### config.mk
export PLATFORM = sky130hd
export DESIGN_NAME = ifetch_map
export DESIGN_NICKNAME = d
export VERILOG_FILES = /design/src/rtl/ifm_pkg.sv /design/src/rtl/ifm_rst_sync.sv /design/src/rtl/ifm_map_regs.sv /design/src/rtl/ifm_translate.sv /design/src/rtl/ifm_out_stage.sv /design/src/rtl/ifetch_map.sv
export SDC_FILE = /design/constraint.sdc
export NUM_CORES = 1
export LEC_CHECK = 0
export ABC_AREA = 1
export BUFFER_PORTS_ARGS = -buffer_cell sky130_fd_sc_hd__buf_2
export CAP_MARGIN = 10
export CORE_UTILIZATION = 40
export DETAILED_ROUTE_END_ITERATION = 6
export GPL_ROUTABILITY_DRIVEN = 1
export GPL_TIMING_DRIVEN = 1
export HOLD_SLACK_MARGIN = 0.12
export SLEW_MARGIN = 20
export SYNTH_ARGS = -nofsm -noshare
export SYNTH_HDL_FRONTEND = slang
export SYNTH_HIERARCHICAL = 1
export SYNTH_SLANG_ARGS = --single-unit
### constraint.sdc
create_clock -name clk -period 3.7 [get_ports clk]
set_clock_uncertainty 0.15 [all_clocks]
set_input_delay 0.37 -clock clk [delete_from_list [all_inputs] [get_ports clk]]
set_output_delay 0.37 -clock clk [all_outputs]
set_load 0.05 [all_outputs]
### src/rtl/ifm_pkg.sv
package ifm_pkg;
  localparam int MAP_W        = 16;
  localparam int SEG_W        = 8;
  localparam int MAP_IMEM_BIT = 12;
  localparam logic [MAP_W-1:0] MAP_RESET = 16'h1000;

  // Decoded fields of one map register.
  typedef struct packed {
    logic             imem;
    logic [SEG_W-1:0] seg;
  } map_field_t;

  // Result of one translated fetch.
  typedef struct packed {
    logic             imem;
    logic [SEG_W-1:0] seg;
    logic             ok;
  } xlate_t;
endpackage

### src/rtl/ifm_rst_sync.sv
module ifm_rst_sync (
  input  logic clk,
  input  logic rst_n,
  output logic rst_sync_n
);
  logic stage1_q;
  logic stage2_q;

  always_ff @(posedge clk or negedge rst_n) begin
    if (!rst_n) begin
      stage1_q <= 1'b0;
      stage2_q <= 1'b0;
    end else begin
      stage1_q <= 1'b1;
      stage2_q <= stage1_q;
    end
  end

  assign rst_sync_n = stage2_q;
endmodule

### src/rtl/ifm_map_regs.sv
module ifm_map_regs
  import ifm_pkg::*;
(
  input  logic             clk,
  input  logic             rst_n,
  input  logic             cfg_we,
  input  logic             cfg_sel,
  input  logic [MAP_W-1:0] cfg_wdata,
  output logic [MAP_W-1:0] cfg_rdata,
  output map_field_t       fld0,
  output map_field_t       fld1
);
  logic [MAP_W-1:0] map_q   [2];
  logic [MAP_W-1:0] map_nxt [2];
  logic [1:0]       map_en;

  for (genvar g = 0; g < 2; g++) begin : g_map
    always_comb begin
      map_en[g]  = cfg_we && (cfg_sel == g[0]);
      map_nxt[g] = map_en[g] ? cfg_wdata : map_q[g];
    end

    always_ff @(posedge clk or negedge rst_n) begin
      if (!rst_n) map_q[g] <= MAP_RESET;
      else if (map_en[g]) map_q[g] <= map_nxt[g];
    end
  end

  assign cfg_rdata = cfg_sel ? map_q[1] : map_q[0];

  always_comb begin
    fld0.imem = map_q[0][MAP_IMEM_BIT];
    fld0.seg  = map_q[0][SEG_W-1:0];
    fld1.imem = map_q[1][MAP_IMEM_BIT];
    fld1.seg  = map_q[1][SEG_W-1:0];
  end

  AST_MAP0_WRITE: assert property (@(posedge clk) disable iff (!rst_n)
    (cfg_we && !cfg_sel) |=> (map_q[0] == $past(cfg_wdata)));
  AST_MAP1_WRITE: assert property (@(posedge clk) disable iff (!rst_n)
    (cfg_we && cfg_sel) |=> (map_q[1] == $past(cfg_wdata)));
  AST_MAP_HOLD: assert property (@(posedge clk) disable iff (!rst_n)
    !cfg_we |=> $stable(map_q[0]) && $stable(map_q[1]));
endmodule

### src/rtl/ifm_translate.sv
module ifm_translate
  import ifm_pkg::*;
#(
  parameter int PC_W    = 16,
  parameter int SEL_BIT = 17,
  parameter logic [(1<<SEG_W)-1:0] SEG_PRESENT = '0,
  localparam int BA_W   = PC_W + 2
) (
  input  logic [PC_W-1:0] pc,
  input  map_field_t      fld0,
  input  map_field_t      fld1,
  output logic [BA_W-1:0] byte_addr,
  output xlate_t          res
);
  map_field_t pick;

  always_comb begin
    byte_addr = {pc, 2'b00};
    pick      = byte_addr[SEL_BIT] ? fld1 : fld0;
    res.imem  = pick.imem;
    res.seg   = pick.imem ? '0 : pick.seg;
    res.ok    = pick.imem || SEG_PRESENT[pick.seg];
  end
endmodule

### src/rtl/ifm_out_stage.sv
module ifm_out_stage
  import ifm_pkg::*;
#(
  parameter int BA_W = 18
) (
  input  logic             clk,
  input  logic             rst_n,
  input  logic             req,
  input  logic [BA_W-1:0]  byte_addr,
  input  xlate_t           res,
  output logic             out_valid,
  output logic             out_imem,
  output logic [SEG_W-1:0] out_seg,
  output logic [BA_W-1:0]  out_offset,
  output logic             out_illegal
);
  logic             valid_nxt, illegal_nxt;
  logic             imem_q;
  logic [SEG_W-1:0] seg_q;
  logic [BA_W-1:0]  off_q;
  logic             valid_q, illegal_q;

  always_comb begin
    valid_nxt   = req && res.ok;
    illegal_nxt = req && !res.ok;
  end

  always_ff @(posedge clk or negedge rst_n) begin
    if (!rst_n) begin
      valid_q   <= 1'b0;
      illegal_q <= 1'b0;
      imem_q    <= 1'b1;
      seg_q     <= '0;
      off_q     <= '0;
    end else begin
      valid_q   <= valid_nxt;
      illegal_q <= illegal_nxt;
      if (req) begin
        imem_q <= res.imem;
        seg_q  <= res.seg;
        off_q  <= byte_addr;
      end
    end
  end

  assign out_valid   = valid_q;
  assign out_illegal = illegal_q;
  assign out_imem    = imem_q;
  assign out_seg     = seg_q;
  assign out_offset  = off_q;

  AST_NOT_BOTH: assert property (@(posedge clk) disable iff (!rst_n)
    !(out_valid && out_illegal));
  AST_IDLE_QUIET: assert property (@(posedge clk) disable iff (!rst_n)
    !req |=> !out_valid && !out_illegal);
  AST_ILLEGAL_UNIFIED: assert property (@(posedge clk) disable iff (!rst_n)
    out_illegal |-> !out_imem);
  AST_OFFSET_ALIGNED: assert property (@(posedge clk) disable iff (!rst_n)
    (out_valid || out_illegal) |-> (out_offset[1:0] == 2'b00));
  AST_IMEM_SEG_ZERO: assert property (@(posedge clk) disable iff (!rst_n)
    (out_valid && out_imem) |-> (out_seg == '0));
endmodule

### src/rtl/ifetch_map.sv
module ifetch_map
  import ifm_pkg::*;
#(
  parameter int PC_W    = 16,
  parameter int SEL_BIT = 17,
  parameter logic [(1<<SEG_W)-1:0] SEG_PRESENT =
    ((1<<SEG_W)'(1) << 127) | (1<<SEG_W)'(7),
  localparam int BA_W   = PC_W + 2
) (
  input  logic             clk,
  input  logic             rst_n,
  input  logic             cfg_we,
  input  logic             cfg_sel,
  input  logic [15:0]      cfg_wdata,
  output logic [15:0]      cfg_rdata,
  input  logic             fetch_req,
  input  logic [PC_W-1:0]  fetch_pc,
  output logic             out_valid,
  output logic             out_imem,
  output logic [7:0]       out_seg,
  output logic [BA_W-1:0]  out_offset,
  output logic             out_illegal
);
  logic            rst_sync_n;
  map_field_t      fld0, fld1;
  logic [BA_W-1:0] byte_addr;
  xlate_t          res;

  ifm_rst_sync u_rst (
    .clk        (clk),
    .rst_n      (rst_n),
    .rst_sync_n (rst_sync_n)
  );

  ifm_map_regs u_regs (
    .clk       (clk),
    .rst_n     (rst_sync_n),
    .cfg_we    (cfg_we),
    .cfg_sel   (cfg_sel),
    .cfg_wdata (cfg_wdata),
    .cfg_rdata (cfg_rdata),
    .fld0      (fld0),
    .fld1      (fld1)
  );

  ifm_translate #(
    .PC_W        (PC_W),
    .SEL_BIT     (SEL_BIT),
    .SEG_PRESENT (SEG_PRESENT)
  ) u_xlate (
    .pc        (fetch_pc),
    .fld0      (fld0),
    .fld1      (fld1),
    .byte_addr (byte_addr),
    .res       (res)
  );

  ifm_out_stage #(
    .BA_W (BA_W)
  ) u_out (
    .clk         (clk),
    .rst_n       (rst_sync_n),
    .req         (fetch_req),
    .byte_addr   (byte_addr),
    .res         (res),
    .out_valid   (out_valid),
    .out_imem    (out_imem),
    .out_seg     (out_seg),
    .out_offset  (out_offset),
    .out_illegal (out_illegal)
  );
endmodule

Word level (Yosys, flattened, before mapping) --
Memories as Yosys holds them, arrays and structs flattened. Cells that the tools add are included.
Storage, ports and cells: register bits 61, bits in read-only memories 256, input port bits 37, output and inout bits 45, word-level logic and storage cells 22, memories 1
Memory list:
- (no name shown) | depth 256, width 1, rd ports 1, clocked after Yosys merged registers in 0, wr ports 0, RTL line ifm_translate.sv:22 | res.ok = pick.imem || SEG_PRESENT[pick.seg];
Operators by class: $lt $le $gt $ge 1, mux-type cells 4, bitwise operators 1, reduce and logical (&&, ||, !) cells 6
Operator list (number):
- 16-bit 2-to-1 mux | 1
- 8-bit by 9-bit less-than comparator with 1-bit output, second input constant | 1
- 9-bit 2-to-1 mux | 1
- 8-bit 2-to-1 mux | 1
- 1-bit logical AND | 4
- 1-bit logical NOT | 1
- 1-bit logical OR | 1
- 1-bit 2-to-1 mux | 1
- 1-bit NOT | 1

Depth between registers and ports, before layout --
Gate-level depths: netlist (run 1).
depth in word-level cells 6, mapped depth 13, depth with buffers taken out 11

Modules after synthesis --
Netlist (run 1), hierarchy kept.
Modules (own cells, without submodules):
- ifm_map_regs | instances 1, cells each 210, area an instance 1640.3 sq um
- ifm_out_stage | instances 1, cells each 119, area an instance 1102.3 sq um
- ifm_translate | instances 1, cells each 95, area an instance 488.0 sq um
- ifm_rst_sync | instances 1, cells each 3, area an instance 53.8 sq um

Worst setup path before layout (run 1) --
Ideal clock, no wire load.
path type input port to output port, from in cfg_sel, to out cfg_rdata[10], arrival time 1126 ps, required time 3180 ps, setup slack 2054 ps, stages on the path 5, path buffers 2, path through buf_6 -> inv_4 -> buf_2 -> nand2_1 -> nand2_1
On the way: longest elaborated chain between the ends 1
Ends and longest elaborated chain:
- from (decl) | RTL line ifetch_map.sv:13 | input logic cfg_sel,
- 16-bit 2-to-1 mux | RTL line ifm_map_regs.sv:29 | assign cfg_rdata = cfg_sel ? map_q[1] : map_q[0];
- to (decl) | RTL line ifetch_map.sv:15 | output logic [15:0] cfg_rdata,
Every way passes these cells.

Worst setup path in the final report (run 1) --
from in cfg_sel, to out cfg_rdata[4]
Same word-level chain as after synthesis.

==> results of run 1 <==
per-layer routing:
metal,GRT usage,vias up
li1,-,1366
met1,0.221,1193
met2,0.275,69
met3,0.0353,7
met4,0.0577,0
met5,0,-
logic make-up (layout without fill, tap and decap cells):
logic type             after synthesis  in the layout  share of synthesized area
AO/OA/AOI/OAI                        7              7                     0.0118
buffers and inverters               73            132                      0.161
flip-flops                          63             63                      0.481
other                                2              3                    0.00229
AND/OR/NAND/NOR                    282            282                      0.344
per-stage QoR:
step           utilization  hold WS, ns  area, um^2
2_1_floorplan            -      -0.0756        3290
6_report             0.479        0.138        3760
3_3_place_gp         0.429      0.00593        3370
5_1_grt              0.479        0.131        3760
3_5_place_dp         0.429      0.00967        3370
4_1_cts              0.479        0.126        3760
flip-flops by register name, summed over array words and instances, names as in the netlist, 8 cells and up:
signal            cells
u_out/out_offset     18
u_regs/map_q         14
u_regs/fld1           9
u_regs/fld0           9
u_out/out_seg         8
placed cells by master, fill, tap and decap left out:
master,netlist,routed
a21oi_1,3,3
buf_2,5,81
buf_4,42,1
bufinv_16,0,1
clkbuf_1,0,1
clkbuf_8,0,12
clkinv_2,0,2
conb_1,2,3
dfrtp_1,60,59
dfrtp_2,0,1
dfstp_2,3,3
dlygate4sd3_1,0,18
inv_1,12,12
inv_2,2,2
inv_4,1,1
inv_6,1,1
nand2_1,233,233
nand2_2,5,5
nand2_4,2,2
nand3_1,32,32
nor2_1,9,9
o21ai_1,3,3
o21ai_2,1,1
or2_1,1,1
timing repair:
item                                    in CTS  in global routing
endpoints found under the setup margin       0                  0
hold buffers                                18                  0
hold endpoints to repair                    20                  0
where the power goes:
group	internal (mW)	switching [mW]	total, mW
registers	0.769	0.0580	0.827
clock network	0.365	0.247	0.611
logic	0.128	0.358	0.486
total	1.26	0.663	1.92
layout make-up:
cell class              instances  area, um^2  share of cell area
flip-flops and latches         63        1580               0.421
multi-input cells             292        1180               0.314
repair buffers                100         593               0.158
clock buffers                  13         169              0.0450
well taps                     102         128              0.0340
inverters                      16        67.6              0.0180
clock inverters                 3        40.0              0.0107
worst max-delay path: stages:
cell and delay (ns):
buf_2 0.49, inv_4 0.28, nand2_1 0.12, nand2_1 0.08, buf_2 0.22
path summary, 6_finish.rpt:
kind,start,slack [ns],endpoint,depth (start not counted)
max,cfg_sel,1.60,cfg_rdata[4],5
min,cfg_wdata[15],0.14,u_regs/map_q[31],3
max reg2reg,u_rst/rst_sync_n,2.31,u_out/out_imem,1
min reg2reg,u_rst/rst_sync_n,0.20,u_regs/fld0[6],0
max in group asynchronous,u_rst/rst_sync_n,2.31,u_out/out_imem,1
min in group asynchronous,u_rst/rst_sync_n,0.20,u_regs/fld0[6],0
==> results.txt, run 1 <==
total gr overflow -> 0
DRC viols -> 0
CTS H-tree lvls -> 3
DR WL met3 -> 337 um
Via density -> 4.47
endpoints failing setup -> 0
CP Capture Type -> primary output
top post-synthesis cells by area -> dfrtp_1 (46%), nand2_1 (27%), buf_4 (9.6%), nand3_1 (4.9%), buf_6 (3.1%)
post-synthesis sequential area ratio -> 0.481
I/O pin total -> 82
fillers -> 845
WL/cell -> 11.3 um
layout cells sized above 1 -> 0.232
Post-synth top cells -> nand2_1 (233), dfrtp_1 (60), buf_4 (42)
Tcrit/Tclk final -> 0.568
CP max FO -> 34
CTS buffer count -> 9
Max clock buf depth -> 2
CP arrival -> 1.58 ns
Fmax -> 476 MHz
die area -> 8580 um^2
RSZ-0062 raised after global routing -> no
synthesis-stage register bit count -> 63
antenna violations before repair -> 0
count leader, synth -> nand2_1
drt initial violations -> 75
run status -> finished, final reports clean
routed wire length -> 6650 um
PD cells -> 512 nW/um^2
synth unique cells -> 20
Initial Util -> 0.419
Syn Inst Count -> 427
DRT antenna net count -> 0
cell accounting for the most synthesized area -> dfrtp_1
CORE AREA -> 7850 um^2
setup bufs post-CTS -> 0
final non-filler cell total -> 589
PortBufs -> 81
dpl ws -> 1.62 ns
Lkg Pwr -> 2.19 nW
PostCTS Resize Cnt -> 0
yosys warns -> 6
synthesis-to-layout area growth -> 14.4%
placed insts -> 555
die height -> 92.6 um
maxcap violations -> 0
metal2 WL -> 3120 um
gp weighted congestion -> 0.736
Total Power -> 1.92 mW
Relative slew margins -> 0.484
Met1 Wirelength -> 3150 um
first-pass GRT wire length -> 11,400 um
Syn Std Cell Area -> 3280 um^2
Final Hold Fails -> 0
largest net degree at the start of global routing -> 36
Root Buffer -> clkbuf_8
crit path launch type -> primary input
Clock Pin Slew Worst Setup and Hold Paths -> 0.07 ns
Post-DP HPWL -> 4470 um
Slew Limit Fails -> 0
worst-margin pin slew -> 0.774 ns
Critical Path RT -> 3.18 ns
Post-synth EDFFs -> 0
Hold Path Class -> in -> reg
GR Util All Layers -> 0.168
Avg Cell Area, Syn -> 7.69 um^2
fin crit period -> 2.10 ns
Setup WS post-layout -> 1.60 ns
clock sink count -> 63
top sig layer -> met4
vias in the first global route -> 2,433
CTS tree -> built
Skew-Pair Late Insertion Delay -> 0.32 ns
Max rail drop VDD -> 198 uV
Synth top area share -> 0.457
Sum Neg Setup Slack -> 0 ns
Placement Rows -> 32
vias -> 2,635
Worst Setup Path Type -> in -> out
nets -> 519
ys async rst share -> 1.00
diode count -> 0
DIE WIDTH -> 92.6 um
top_reg_cell synth -> dfrtp_1
drt pass-1 iters -> 4
No activity file was read; power rests on OpenSTA's default activity.
==> run 2, diff against run 1 <==
clock period = 2.2 ns   (was 3.7 ns; I/O delays follow)
==> run 2 against run 1 <==
Count of clock-buffer cells in the layout is the same. Global-route usage increased by 0.38 points. Register-to-register slack got worse by 1.7 ns. Sequential power rose by 67%. Hold slack worse by 0.0026 ns. Via count rose by 3.8%. Critical endpoint is now u_regs/fld1[8]. Largest power group unchanged. Highest routed layer unchanged.
==> results.txt, run 2 (synthesis gave the netlist of run 1 again) <==
run status -> finished, final reports clean
Initial Util -> 0.419 (unchanged)
max reg flops -> 18 (unchanged)
Relative slew margins -> 0.474 (-0.0104)
clock sink count -> 63 (unchanged)
CTS tree -> built
worst-margin pin slew -> 0.787 ns (+0.0129 ns)
Post-DP HPWL -> 4460 um (-0.24%)
placed insts -> 559 (+0.72%)
setup bufs post-CTS -> 0 (unchanged)
CTS H-tree lvls -> 3 (unchanged)
commonest non-fill, non-tap cell in the layout -> nand2_1
routed wire length -> 6870 um (+3.2%)
RSZ-0062 raised after global routing -> no
Hold Path Class -> reg -> async
Clock Pin Slew Worst Setup and Hold Paths -> 0.07 ns (about the same)
Placement Rows -> 32 (unchanged)
total gr overflow -> 0 (unchanged)
Final Hold Fails -> 0 (unchanged)
Root Buffer -> clkbuf_8
WL/cell -> 11.2 um (-0.51%)
Via density -> 4.47 (about the same)
Max rail drop VDD -> 482 uV (+140%)
DRT antenna net count -> 0 (unchanged)
CORE AREA -> 7850 um^2 (unchanged)
CP arrival -> 2.03 ns (+0.45 ns)
Worst R2R Start -> u_rst/rst_sync_n
antenna violations before repair -> 0 (unchanged)
DRC viols -> 0 (unchanged)
die area -> 8580 um^2 (unchanged)
Lkg Pwr -> 2.29 nW (+4.4%)
diode count -> 0 (unchanged)
crit path launch type -> primary input
CTS Hold Bufs -> 36 (+18)
first-pass GRT wire length -> 11,600 um (+1.2%)
Total Power -> 3.28 mW (+70%)
PD cells -> 823 nW/um^2 (+61%)
Slew Limit Fails -> 0 (unchanged)
drt pass-1 iters -> 4 (unchanged)
Bufs and invs on worst path -> 4 (+1)
vias in the first global route -> 2,577 (+5.9%)
largest net degree at the start of global routing -> 34 (-5.6%)
gp weighted congestion -> 0.781 (+6.1%)
Max stage delay on crit path -> 0.57 ns (+0.08 ns)
maxcap violations -> 0 (unchanged)
Final Cell Area -> 3980 um^2 (+5.9%)
vias -> 2,734 (+3.8%)
PostCTS Resize Cnt -> 0 (unchanged)
GR Util All Layers -> 0.172 (+0.00382)
endpoints failing setup -> 0 (unchanged)
most frequent cells in the layout -> nand2_1 (233), buf_2 (81), dfrtp_1 (59)
die height -> 92.6 um (unchanged)
Worst Setup Path Type -> in -> reg
Post-DP Area -> 3410 um^2 (+1.3%)
PortBufs -> 81 (unchanged)
Max clock buf depth -> 2 (unchanged)
Sum Neg Setup Slack -> 0 ns (unchanged)
Skew-Pair Late Insertion Delay -> 0.33 ns (about the same)
CP max stage cell -> dlygate4sd3_1
cell family with most CP delay -> buffers and inverters
CTS buffer count -> 9 (unchanged)
Fmax -> 525 MHz
synthesis-to-layout area growth -> 21.2%
CP max FO -> 26 (-24%)
final non-filler cell total -> 611 (+3.7%)
Critical Path RT -> 2.33 ns (-0.85 ns)
I/O pin total -> 82 (unchanged)
drt initial violations -> 139 (+85%)
Tcrit/Tclk final -> 0.865
nets -> 541 (+4.2%)
fin crit period -> 1.90 ns
CP Capture Type -> flip-flop
layout cells sized above 1 -> 0.230 (-0.00217)
DIE WIDTH -> 92.6 um (unchanged)
Critical path origin -> cfg_we
worst path cell trace -> dlygate4sd3_1 -> buf_2 -> buf_4 -> nand3_1 -> dlygate4sd3_1 -> nand2_1
crit-path most repeated cell -> dlygate4sd3_1
fillers -> 811 (-4.0%)
[run 2: cell count changes in the layout (fill, tap and decap cells not counted)]
cell and delta:
buf_4 +3, dlygate4sd3_1 +18, buf_12 +1
[run 2: layer usage]
layer / part of all wire / global-route usage / vias to the layer above
met2: 0.48 / 0.298 / 70
li1: - / - / 1405
met1: 0.46 / 0.203 / 1255
met5: 0 / 0 / -
met3: 0.055 / 0.0575 / 4
met4: 0.0074 / 0.0462 / 0
[run 2: final cells by class]
class / instances / area, um^2 / share of cell area
Timing Repair Buffer: 122 / 816 / 0.205
Multi-Input combinational cell: 292 / 1180 / 0.296
Inverter: 16 / 67.6 / 0.0170
Clock buffer: 13 / 169 / 0.0424
Tap cell: 102 / 128 / 0.0321
Clock inverter: 3 / 40.0 / 0.0101
Sequential cell: 63 / 1580 / 0.397
[run 2: path summary, 6_finish.rpt]
kind,endpoint,slack [ns],depth (start not counted)
max,u_regs/fld1[8],0.30,6
min,u_out/out_seg[4],0.14,1
max reg2reg,u_regs/fld0[7],0.57,1
min reg2reg,u_out/out_seg[4],0.14,1
max in group asynchronous,u_regs/fld0[7],0.57,1
min in group clk,u_out/out_offset[17],0.14,3
[run 2: report_power, final]
part / switching [mW] / internal (mW)
combinational: 0.616 / 0.243
sequential: 0.0882 / 1.29
clock: 0.422 / 0.613
total: 1.13 / 2.15
[run 2: metrics by stage]
step	hold slack (ns)	utilization	setup slack, ns
final	0.136	0.507	0.297
after CTS	0.122	0.507	0.310
after floorplan	-0.226	-	0.171
after global routing	0.142	0.507	0.244
after global placement	-0.142	0.435	0.620
after detailed placement	-0.142	0.435	0.610
